File: src/rtl/trim_prog_pkg.sv
package trim_prog_pkg;
   typedef enum logic [1:0] {
      MODE_IDLE   = 2'd0,
      MODE_LOAD   = 2'd1,
      MODE_VERIFY = 2'd2
   } trim_mode_e;

   function automatic trim_mode_e decode_mode(input logic pe, input logic sel);
      if (pe && !sel)      return MODE_LOAD;
      else if (!pe && sel) return MODE_VERIFY;
      else                 return MODE_IDLE;
   endfunction
endpackage

File: src/rtl/trim_sync.sv
module trim_sync #(
   parameter int          STAGES  = 2,
   parameter int          WIDTH   = 1,
   parameter logic [31:0] RST_VAL = '0
) (
   input  logic             clk,
   input  logic             rst_n,
   input  logic [WIDTH-1:0] d,
   output logic [WIDTH-1:0] q
);
   initial begin
      if (STAGES < 2) $error("trim_sync: STAGES must be at least 2");
      if (WIDTH < 1 || WIDTH > 32) $error("trim_sync: WIDTH out of range");
   end

   logic [WIDTH-1:0] chain [STAGES];

   generate
      for (genvar s = 0; s < STAGES; s++) begin : g_stage
         always_ff @(posedge clk or negedge rst_n) begin
            if (!rst_n) chain[s] <= RST_VAL[WIDTH-1:0];
            else if (s == 0) chain[s] <= d;
            else chain[s] <= chain[(s > 0) ? s-1 : 0];
         end
      end
   endgenerate

   assign q = chain[STAGES-1];
endmodule

File: src/rtl/trim_press_timer.sv
module trim_press_timer #(
   parameter int STORE_CYC = 2_000_000,
   localparam int CNT_W = $clog2(STORE_CYC + 1)
) (
   input  logic clk,
   input  logic rst_n,
   input  logic line_n,
   output logic short_done,
   output logic long_hit
);
   initial begin
      if (STORE_CYC < 2) $error("trim_press_timer: STORE_CYC must be at least 2");
   end

   localparam logic [CNT_W-1:0] LIMIT = CNT_W'(STORE_CYC);

   logic             line_q;
   logic [CNT_W-1:0] low_cnt;

   always_ff @(posedge clk or negedge rst_n) begin
      if (!rst_n) begin
         line_q  <= 1'b1;
         low_cnt <= '0;
      end else begin
         line_q <= line_n;
         if (line_n)             low_cnt <= '0;
         else if (low_cnt != LIMIT) low_cnt <= low_cnt + 1'b1;
      end
   end

   assign short_done = line_n && !line_q && (low_cnt != LIMIT);
   assign long_hit   = !line_n && (low_cnt == LIMIT - 1'b1);

   assert_one_strobe_R9: assert property (@(posedge clk) disable iff (!rst_n)
      long_hit |=> !long_hit);
   assert_long_not_counted_R4: assert property (@(posedge clk) disable iff (!rst_n)
      long_hit |=> !short_done);
endmodule

File: src/rtl/trim_verify_drive.sv
module trim_verify_drive #(
   parameter int CODE_W     = 7,
   parameter bit ACTIVE_LOW = 1'b1
) (
   input  logic              en,
   input  logic [CODE_W-1:0] code,
   output logic [CODE_W-1:0] seg
);
   generate
      if (ACTIVE_LOW) begin : g_low
         assign seg = en ? ~code : '1;
      end else begin : g_high
         assign seg = en ? code : '0;
      end
   endgenerate
endmodule

File: src/rtl/trim_prog_reg.sv
module trim_prog_reg
   import trim_prog_pkg::*;
#(
   parameter int CODE_W      = 7,
   parameter int STORE_CYC   = 2_000_000,
   parameter int SYNC_STAGES = 2
) (
   input  logic              clk,
   input  logic              rst_n,
   input  logic              data_n,
   input  logic              select,
   input  logic              prog_en,
   input  logic [CODE_W-1:0] nv_code,
   output logic [CODE_W-1:0] trim_code,
   output logic              store_we,
   output logic [CODE_W-1:0] store_wdata,
   output logic [CODE_W-1:0] seg_drv
);
   localparam logic [CODE_W-1:0] CODE_MAX = '1;

   initial begin
      if (CODE_W < 1 || CODE_W > 16) $error("trim_prog_reg: CODE_W out of range");
   end

   logic [2:0] raw_in, sync_in;
   logic       data_s, sel_s, pe_s, sel_q, pe_q;
   logic       short_done, long_hit;
   trim_mode_e mode;
   logic       clr_in;
   logic [CODE_W-1:0] in_cnt, work_q, wdata_q, cnt_next;
   logic       we_q;

   assign raw_in = {prog_en, select, data_n};

   trim_sync #(.STAGES(SYNC_STAGES), .WIDTH(3), .RST_VAL(32'd1)) u_sync (
      .clk(clk), .rst_n(rst_n), .d(raw_in), .q(sync_in));

   assign data_s = sync_in[0];
   assign sel_s  = sync_in[1];
   assign pe_s   = sync_in[2];

   trim_press_timer #(.STORE_CYC(STORE_CYC)) u_timer (
      .clk(clk), .rst_n(rst_n), .line_n(data_s),
      .short_done(short_done), .long_hit(long_hit));

   assign mode     = decode_mode(pe_s, sel_s);
   assign clr_in   = (sel_s != sel_q) || (pe_q && !pe_s);
   assign cnt_next = (in_cnt == CODE_MAX) ? CODE_MAX : in_cnt + 1'b1;

   always_ff @(posedge clk or negedge rst_n) begin
      if (!rst_n) begin
         sel_q   <= 1'b0;
         pe_q    <= 1'b0;
         in_cnt  <= '0;
         work_q  <= '0;
         wdata_q <= '0;
         we_q    <= 1'b0;
      end else begin
         sel_q <= sel_s;
         pe_q  <= pe_s;
         we_q  <= long_hit && (mode == MODE_LOAD);
         if (long_hit && (mode == MODE_LOAD)) wdata_q <= work_q;
         if (clr_in) begin
            in_cnt <= '0;
         end else if (short_done && (mode == MODE_LOAD)) begin
            in_cnt <= cnt_next;
            work_q <= cnt_next;
         end
      end
   end

   trim_verify_drive #(.CODE_W(CODE_W), .ACTIVE_LOW(1'b1)) u_verify (
      .en(mode == MODE_VERIFY), .code(nv_code), .seg(seg_drv));

   assign trim_code   = work_q;
   assign store_we    = we_q;
   assign store_wdata = wdata_q;

   assert_step_or_restart_R2: assert property (@(posedge clk) disable iff (!rst_n)
      (work_q != $past(work_q)) |-> (work_q == $past(work_q) + 1'b1 || work_q == CODE_W'(1)));
   assert_no_wrap_R3: assert property (@(posedge clk) disable iff (!rst_n)
      (work_q != '0) |=> (work_q != '0));
   assert_commit_value_R4: assert property (@(posedge clk) disable iff (!rst_n)
      store_we |-> (store_wdata == trim_code));
   assert_idle_frozen_R7: assert property (@(posedge clk) disable iff (!rst_n)
      (mode != MODE_LOAD) |=> ($stable(work_q) && !we_q));
   assert_single_we_R9: assert property (@(posedge clk) disable iff (!rst_n)
      store_we |=> !store_we);
endmodule

File: config.mk
export PLATFORM = sky130hd
export DESIGN_NAME = trim_prog_reg
export DESIGN_NICKNAME = d
export VERILOG_FILES = /design/src/rtl/trim_prog_pkg.sv /design/src/rtl/trim_sync.sv /design/src/rtl/trim_press_timer.sv /design/src/rtl/trim_verify_drive.sv /design/src/rtl/trim_prog_reg.sv
export SDC_FILE = /design/constraint.sdc
export NUM_CORES = 1
export LEC_CHECK = 0
export ABC_AREA = 1
export CORE_MARGIN = 4
export CORE_UTILIZATION = 50
export CTS_BUF_LIST = sky130_fd_sc_hd__clkbuf_2 sky130_fd_sc_hd__clkbuf_4 sky130_fd_sc_hd__clkbuf_8
export DETAILED_ROUTE_END_ITERATION = 12
export GPL_ROUTABILITY_DRIVEN = 0
export PLACE_DENSITY = 0.82
export SYNTH_ARGS = -nofsm -noshare
export SYNTH_HDL_FRONTEND = slang
export SYNTH_SLANG_ARGS = --single-unit
export TNS_END_PERCENT = 5
File: constraint.sdc
create_clock -name clk -period 1.35 [get_ports clk]
set_input_delay 0.2025 -clock clk [delete_from_list [all_inputs] [get_ports clk]]
set_output_delay 0.2025 -clock clk [all_outputs]
set_load 0.005 [all_outputs]
**After elaboration in Yosys (flattened, before gate mapping)**

Index checks and enable logic that the tools add are counted.

- Flip-flop bits (word level): 52
- Bits of input ports: 12
- Word-level logic and storage cells: 44

- $add $sub $neg: 2
- Equal/unequal tests: 6
- Multiplexer cells: 8
- Bitwise gates (word level): 2
- Reduce and logical (&&, ||, !) cells: 16

Operators by type and width:

| cell | number |
|---|---|
| $mux 21 | 2 |
| $mux 7 | 4 |
| $add 21x1->21 const B | 1 |
| $eq 21x21->1 const B | 1 |
| $ne 21x21->1 const B | 1 |
| $logic_and 1x1->1 | 8 |
| $add 7x1->7 const B | 1 |
| $eq 7x7->1 const B | 1 |
| $not 7->7 | 1 |
| $logic_not 1->1 | 4 |
| $mux 2 | 2 |
| $reduce_bool 2->1 | 2 |
| $eq 2x1->1 const B | 1 |
| $eq 2x2->1 const B | 1 |
| $reduce_and 2->1 | 1 |
| $logic_or 1x1->1 | 1 |
| $ne 1x1->1 | 1 |
| $not 1->1 | 1 |

**Depth between registers and ports, before layout**

Gate-level depths: netlist of the first run.

- Depth in word-level cells: 8
- Depth in mapped cells: 9
- Gate-level depth less buffers: 9

**By module**

Synthesis of the first run repeated with hierarchy kept, for this count alone.

- Cells, all modules: 329
- Area total of the unflattened synthesis: 2596.2 µm²

Modules (own cells, without submodules):

| module | times used | cells an instance | area an instance (µm²) | seq. area each (µm²) |
|---|---|---|---|---|
| trim_press_timer | 1 | 191 | 1320.0 | 551.8 |
| trim_prog_reg | 1 | 122 | 1074.8 | 600.6 |
| trim_sync | 1 | 9 | 175.2 | 152.6 |
| trim_verify_drive | 1 | 7 | 26.3 | 0.0 |

**Least setup slack after synthesis of the first run**

Ideal clock, no wire load.

- Kind: register to register
- Start: register u_timer.low_cnt[0]
- End: register wdata_q[0], in the netlist store_wdata[0]
- Setup time: 117 ps
- Data arrival time: 1360 ps
- Slack: -127 ps
- Cell stages (with the launch flop): 7
- Cells stage by stage: dfrtp_1 ha_1 nand3_1 nor2_2 nand2_2 nand2_1 nand2_1

- Word-level cells in the longest chain between the ends: 3

RTL lines:

| what | RTL line | text |
|---|---|---|
| start: declaration | trim_press_timer.sv:18 | `logic [CNT_W-1:0] low_cnt;` |
| start signal: assignment | trim_press_timer.sv:27 | `else if (low_cnt != LIMIT) low_cnt <= low_cnt + 1'b1;` |
| $eq 21x21->1 | trim_press_timer.sv:32 | `assign long_hit = !line_n && (low_cnt == LIMIT - 1'b1);` |
| $logic_and 1x1->1 | trim_press_timer.sv:32 |  |
| $logic_and 1x1->1 | trim_prog_reg.sv:62 | `if (long_hit && (mode == MODE_LOAD)) wdata_q <= work_q;` |
| end signal: assignment | trim_prog_reg.sv:62 |  |
| end: declaration | trim_prog_reg.sv:30 | `logic [CODE_W-1:0] in_cnt, work_q, wdata_q, cnt_next;` |

No other way between the ends.
A chain may end at the register's enable or synchronous reset.

**Worst setup path after layout of the first run**

- Start: register u_timer.low_cnt[12]
- End: register work_q[0], in the netlist trim_code[0]

- Word-level cells in the longest chain between the ends: 4

RTL lines:

| what | RTL line | text |
|---|---|---|
| $ne 21x21->1 | trim_press_timer.sv:31 | `assign short_done = line_n && !line_q && (low_cnt != LIMIT);` |
| $logic_and 1x1->1 | trim_press_timer.sv:31 |  |
| $logic_and 1x1->1 | trim_prog_reg.sv:65 | `end else if (short_done && (mode == MODE_LOAD)) begin` |
| $reduce_and 2->1 (no line) | -- |  |
| end signal: assignment | trim_prog_reg.sv:67 | `work_q <= cnt_next;` |
| end: declaration | trim_prog_reg.sv:30 |  |

No other way between the ends.

==> reports/results.ini, run 1 <==
[status]
status = finished, violations left
violations = negative setup slack

[worst_setup_path]
cp-end-kind = register
r2r-end = trim_code[0]
crit-reg2reg-launch = u_timer.low_cnt[12]
worst_setup_path_start_kind = register
path_class = register to register
worstPathArrival_ps = 1650
required_ps = 1550
r2r_slack_ps = -100
critPathMaxFanout = 7
reg2reg_depth = 6

[power]
p_sw_uw = 717
power.total_mw = 2.84
power.leakage_nw = 1.74
pwr-share-clk_pct = 32.9
vdd.ir_drop.worst_uv = 519
switching_share_pct = 25.3
p_per_area_nw_per_um2 = 806
combPwrFrac_pct = 10.0
p_seq_share_pct = 57.1
cellInternalPower_mw = 2.12

[job]
maxCapViolCount = 0

[layout]
fillers = 337
final_util_pct = 73.5
area_delta_synth_final_pct = 39.8
antenna_cells = 0
nNetsFinal = 423
drive_above_1_share_pct = 24.0

[clock_network]
clk_pin_slew_ps = 90
htreeDepth = 2
clockRootBuffer = clkbuf_8
cts_buffers = 5
cts_tree = built
clock_path_buffers = 2
clk_latency_ps = 310
cts.sinks = 52

[global_routing]
overflow = 0
grt_usage_pct = 21.5
grt_pass1_wl_um = 10600
grt_max_degree = 53
grt_antenna_before_repair = 0
grt_pass1_vias = 2399

[logic_synthesis]
synth_seq_cells = 52
yosysWarningCount = 0
syn-num-nets = 335
ys_seq_area_share_pct = 51.8
avgSynthCellArea_sq_um = 7.87
synth_edf_count = 0
netlist_area_sq_um = 2520
synth-main-ff-cell = dfrtp_1
synthArstFlopShare_pct = 100
synth_cell_types = 27
syn-instance-count = 320

[timing]
setup_viol = 33
clock_skew_ps = 8.10
worst_pin_slew_ps = 284
fin_tns_setup_ps = -1460
whs_ps = 290
slew_headroom_pct = 81.1
clock.fmax_mhz = 690
finalHoldViolCount = 0
slew_viol_final = 0
min_period_over_period_pct = 107
rsz0062_at_grt = yes
layout_min_cycle_time_ps = 1450
final.setup.worst_slack_ps = -98.3

[routing]
dr.pass1.iters = 4
drt_drc_violations_left = 0
final_antenna_net_count = 0
dr_total_vias = 2497
drt_iter0_drc = 165
drt_wl_total_um = 6400
viasPerCell = 5.25
avgRoutedWirePerCell_um = 13.5

[worst_hold_path]
holdPathEnd = u_sync.chain[3]
hold-path-cell-count = 1
hp-start = data_n
hold_path.class = input pin to register

[die]
rows = 25
die_area_sq_um = 6230
coreArea_sq_um = 4790
die_w_um = 79.0
ios = 34
initial_core_util_pct = 52.6
die_y_um = 79.0

[placement]
port_buffers = 33
place_ws_ps = -210
hpwl_um = 4190

-- logic make-up (layout without fill, tap and decap cells) --
family,Yosys count,count (layout),synth area share (%)
xor gates and xnor gates,8,8,2.78
and+or+nand+nor,207,208,35.1
AOI/OAI and AO/OA,17,17,3.63
adders and majority gates,3,3,1.49
buffers and inverters,33,121,5.17
DFF,52,52,51.8
-- registers in the layout, summed over array words and instances, names as in the netlist --
| name | flops |
|---|---|
| u_sync.q | 3 |
| trim_code | 7 |
| sel_q | 1 |
| u_timer.low_cnt | 21 |
| store_we | 1 |
| pe_q | 1 |
| store_wdata | 7 |
| in_cnt | 7 |
| u_sync.chain | 3 |
| u_timer.line_q | 1 |
-- Yosys cell counts (all sizes together), types with 3 or more instances --
| library cell | instances | area (sq um) |
|---|---|---|
| ha | 3 | 37.5 |
| dfstp | 3 | 78.8 |
| nor3 | 4 | 31.3 |
| nand2 | 101 | 384 |
| dfrtp | 49 | 1230 |
| buf | 3 | 17.5 |
| a21oi | 8 | 43.8 |
| o21ai | 8 | 40.0 |
| nand3 | 36 | 190 |
| nand4 | 9 | 56.3 |
| inv | 28 | 105 |
| nor2 | 55 | 209 |
| xor2 | 7 | 61.3 |
-- per-layer routing --
metal | vias up | share of wire [%] | routed length, um | GRT usage, %
li1 | 1200 | - | - | -
met1 | 1175 | 41 | 2640 | 25.9
met2 | 99 | 49 | 3110 | 37.1
met3 | 23 | 6.7 | 428 | 3.74
met4 | 0 | 3.5 | 225 | 10.3
met5 | - | 0 | 0 | 0
-- worst max-delay path: stages (launching register included) --
cell     delay (ps)
dfrtp_1         430
nor2_2          160
nand2_1         110
nor2_4          200
nand3_4         160
nand4_1         190
nand2_1          90
-- how the worst max path moves through the flow --
stage | from | to | cells after the start
final | u_timer.low_cnt[12] | trim_code[0] | 6
after global routing | u_timer.low_cnt[0] | trim_code[0] | 7
after CTS | u_sync.q[1] | trim_code[0] | 6
after detailed placement | u_sync.q[1] | seg_drv[2] | 4
after global placement | u_timer.low_cnt[0] | in_cnt[5] | 8
after floorplan | u_sync.q[0] | trim_code[5] | 5
-- layout make-up --
type                            count  area, sq um  share of cell area [%]
Multi-Input combinational cell    236         1230                    35.1
Timing Repair Buffer               84          694                    19.7
Clock inverter                      2         16.3                   0.462
Clock buffer                        6         76.3                    2.17
Sequential cell                    52         1310                    37.1
Tap cell                           67         83.8                    2.38
Inverter                           29          109                    3.09
-- power by group through the flow --
stage / clock [mW] / combinational, mW / sequential (mW)
after floorplan: 0 / 0.0724 / 1.65
after global placement: 0 / 0.231 / 1.65
after detailed placement: 0 / 0.238 / 1.65
after CTS: 0.939 / 0.264 / 1.62
after global routing: 1.02 / 0.314 / 1.62
final: 0.932 / 0.284 / 1.62
-- placed cells by master, fill, tap and decap left out, types with 2 or more instances in the layout --
master,netlist,routed
a21oi_1,7,7
buf_2,2,7
buf_4,1,44
buf_6,0,5
clkbuf_8,0,5
clkdlybuf4s50_1,0,11
dfrtp_1,49,49
dfstp_2,3,3
dlygate4sd2_1,0,14
ha_1,3,2
inv_1,27,25
inv_2,1,3
nand2_1,99,96
nand2_2,2,3
nand2_4,0,2
nand3_1,34,31
nand3_2,2,2
nand3_4,0,4
nand4_1,9,9
nor2_1,54,44
nor2_2,1,4
nor2_4,0,7
nor3_1,3,3
o21ai_0,7,5
o21ai_1,1,3
xor2_1,7,6
-- through the flow --
step,cells,instance area [sq um]
2_1_floorplan,320,2530
3_3_place_gp,455,3220
3_5_place_dp,455,3220
4_1_cts,474,3420
5_1_grt,476,3520
6_report,476,3520
-- timing repair --
action	in CTS	in global routing
endpoints found under the hold margin	49	0
gates cloned	1	0
pin swaps	6	6
setup buffers	9	2
setup endpoints to repair	54	47
gates resized for setup	58	22
hold buffers	1	0
Note: power is estimated with default switching activity, not from simulation.
==> inputs of run 2 (changes only) <==
ABC_AREA = 0   (was 1)
CORE_UTILIZATION = 45   (was 50)
PLACE_DENSITY = 0.75   (was 0.82)
SLEW_MARGIN = 20   (was default)
==> run 2 against run 1 <==
- the run still ends with negative setup slack left
- clock skew decreased by 1.2 ps
- wire length down 4.2%
- die area increased by 8.8%
- total power fell by 1.5%
- count of clock-buffer cells in the layout grew 1
- global-route usage decreased by 1.2 points
- via count shrank 13%
- cell area grew 2.1%
- worst hold slack gained 24 ps
- core utilization shrank 4.9 points
- critical endpoint is now store_wdata[2]
- largest power group unchanged
==> reports/results.ini, run 2 <==
[timing]
min_period_over_period_pct = 174
clock_skew_ps = 6.88
slew_viol_final = 0
slew_headroom_pct = 66.5
clock.fmax_mhz = 427
worst_pin_slew_ps = 498
layout_min_cycle_time_ps = 2340
setup_viol = 43
finalHoldViolCount = 0
rsz0062_at_grt = yes
final.setup.worst_slack_ps = -993

[worst_setup_path]
crit_end = store_wdata[2]
required_ps = 1540
worst_setup_path_start_kind = register
crit-reg2reg-launch = u_timer.low_cnt[13]
cp_cell_sequence = or4_4 > or4_4 > or4_4 > mux2_4
crit_start = u_timer.low_cnt[13]
critPathMaxFanout = 7
r2r_slack_ps = -990
reg2reg_depth = 4
cp-end-kind = register
worstPathArrival_ps = 2540
max_stage_delay_ps = 540
path_class = register to register
slowest_stage = or4_4
critPathMostFrequentCell = or4_4
r2r-end = store_wdata[2]

[logic_synthesis]
synth-main-ff-cell = dfrtp_1
syn-num-nets = 249
synth_edf_count = 0
ys_seq_area_share_pct = 52.4
avgSynthCellArea_sq_um = 10.6
synth_seq_cells = 52
yosys.area.top_type = dfrtp_1
synth_common_cells = 49 x dfrtp_1, 19 x nand2_1, 15 x nor2_1, 13 x a21oi_1, 12 x o21ai_0
yosysWarningCount = 0
synthArstFlopShare_pct = 100
synth_cell_types = 38
synth.most_common_cell = dfrtp_1
synth_top_area_share_pct = 49.3
yosys-top-cells-area = dfrtp_1 49%, mux2_4 4.2%, dfstp_2 3.2%
netlist_area_sq_um = 2490
syn-instance-count = 234

[layout]
area_delta_synth_final_pct = 44.4
nNetsFinal = 351
largest_register = u_timer.low_cnt
fillers = 381
mostFrequentLayoutCells = 65 x buf_4, 49 x dfrtp_1, 19 x nand2_1
drive_above_1_share_pct = 38.9
antenna_cells = 0
largest_reg_flops = 21
final_common_cell = buf_4
layout.cells.non_filler = 407

[power]
vdd.ir_drop.worst_uv = 444
power.total_mw = 2.79
power.leakage_nw = 1.69
p_per_area_nw_per_um2 = 777

[placement]
port_buffers = 33
dp_cells = 396
hpwl_um = 4330

[global_routing]
grt_usage_pct = 20.2
grt_pass1_vias = 2208
grt_pass1_wl_um = 10500
grt_max_degree = 30
overflow = 0
grt_antenna_before_repair = 0

[die]
die_area_sq_um = 6780
initial_core_util_pct = 47.5
coreArea_sq_um = 5240
ios = 34
die_w_um = 82.4
rows = 26
die_y_um = 82.4

[status]
status = finished, violations left
violations = negative setup slack

[clock_network]
clock_path_buffers = 2
clk_latency_ps = 300
cts_tree = built
htreeDepth = 2
cts_buffers = 5
clockRootBuffer = clkbuf_8
cts.sinks = 52
clk_pin_slew_ps = 90

[routing]
drt_iter0_drc = 153
dr.pass1.iters = 4
final_antenna_net_count = 0
viasPerCell = 5.35
drt_drc_violations_left = 0
avgRoutedWirePerCell_um = 15.1
dr_total_vias = 2179
drt_wl_total_um = 6130

[worst_hold_path]
hold_path.class = input pin to register
hold-path-cell-count = 1

[job]
maxCapViolCount = 0

==> run 2: cell count changes after synthesis, moves of 5 or more <==
cell / before / now
a21oi_1: 7 / 13
or3_1: 0 / 7
nand3_1: 34 / 11
nand2_1: 99 / 19
or4_1: 0 / 6
mux2_4: 0 / 7
clkbuf_1: 1 / 7
nor2_1: 54 / 15
o21ai_0: 7 / 12
inv_1: 27 / 9
==> run 2: logic make-up after synthesis <==
group           Yosys count  share of synthesized area [%]
flops                    52                           52.4
xor+xnor                 11                           3.87
compound gates           42                           10.8
mux                      14                           7.24
buf+inv                  18                           3.32
simple gates             94                           20.9
fa+ha+maj                 3                           1.51
==> run 2: timing repair <==
| action | 4_1_cts | 5_1_grt |
|---|---|---|
| gates resized for setup | 57 | 17 |
| setup buffers | 2 | 0 |
| cloned | 0 | 0 |
| pin swaps | 21 | 3 |
| setup endpoints to repair | 61 | 47 |
| endpoints found under the hold margin | 49 | 0 |
| hold buffers | 1 | 0 |
==> run 2: critical path, delay by kind of cell (launching register included) <==
family	cells	cell delay, ps
and+or+nand+nor	3	1500
DFF	1	400
muxes	1	330
==> run 2: stage by stage <==
stage	util, %	instance area, sq um	TNS, ps	hold WS [ps]	setup slack [ps]
after floorplan	-	2490	-25880	-93.1	-1210
after CTS	68.0	3560	-24380	302	-1100
after global placement	64.2	3360	-27660	204	-1060
final	68.6	3590	-24040	314	-993
after detailed placement	64.2	3360	-28740	211	-1100
after global routing	68.6	3590	-26950	294	-1040
==> run 2: layout make-up <==
class / instances / area [sq um] / share of cell area [%]
well taps: 70 / 87.6 / 2.44
inverters: 9 / 33.8 / 0.940
multi-input cells: 164 / 1230 / 34.2
clock inverters: 1 / 7.51 / 0.209
clock buffers: 7 / 90.1 / 2.51
repair buffers: 104 / 840 / 23.4
flip-flops and latches: 52 / 1310 / 36.3
==> run 2: how the worst min path moves through the flow <==
stage                            to  startpoint  slack (ps)
global placement              sel_q       rst_n         200
CTS                 u_sync.chain[3]      data_n         300
floorplan                 in_cnt[0]       rst_n         -90
detailed placement            sel_q       rst_n         210
finish              u_sync.chain[3]      data_n         310
global route        u_sync.chain[3]      data_n         290
==> run 2: power by group <==
group          leakage (nW)  switching [mW]  total [mW]  internal, mW
registers             0.696          0.0202        1.61          1.59
clock network        0.0479           0.497       0.934         0.437
logic                 0.948           0.121       0.246         0.125
==> run 2: metal layers <==
metal / GRT usage [%] / vias to the layer above / share of wire, %
met1: 26.2 / 1074 / 44
met4: 5.81 / 0 / 1.3
li1: - / 1055 / -
met2: 34.2 / 41 / 51
met3: 4.01 / 9 / 3.3
met5: 0 / - / 0
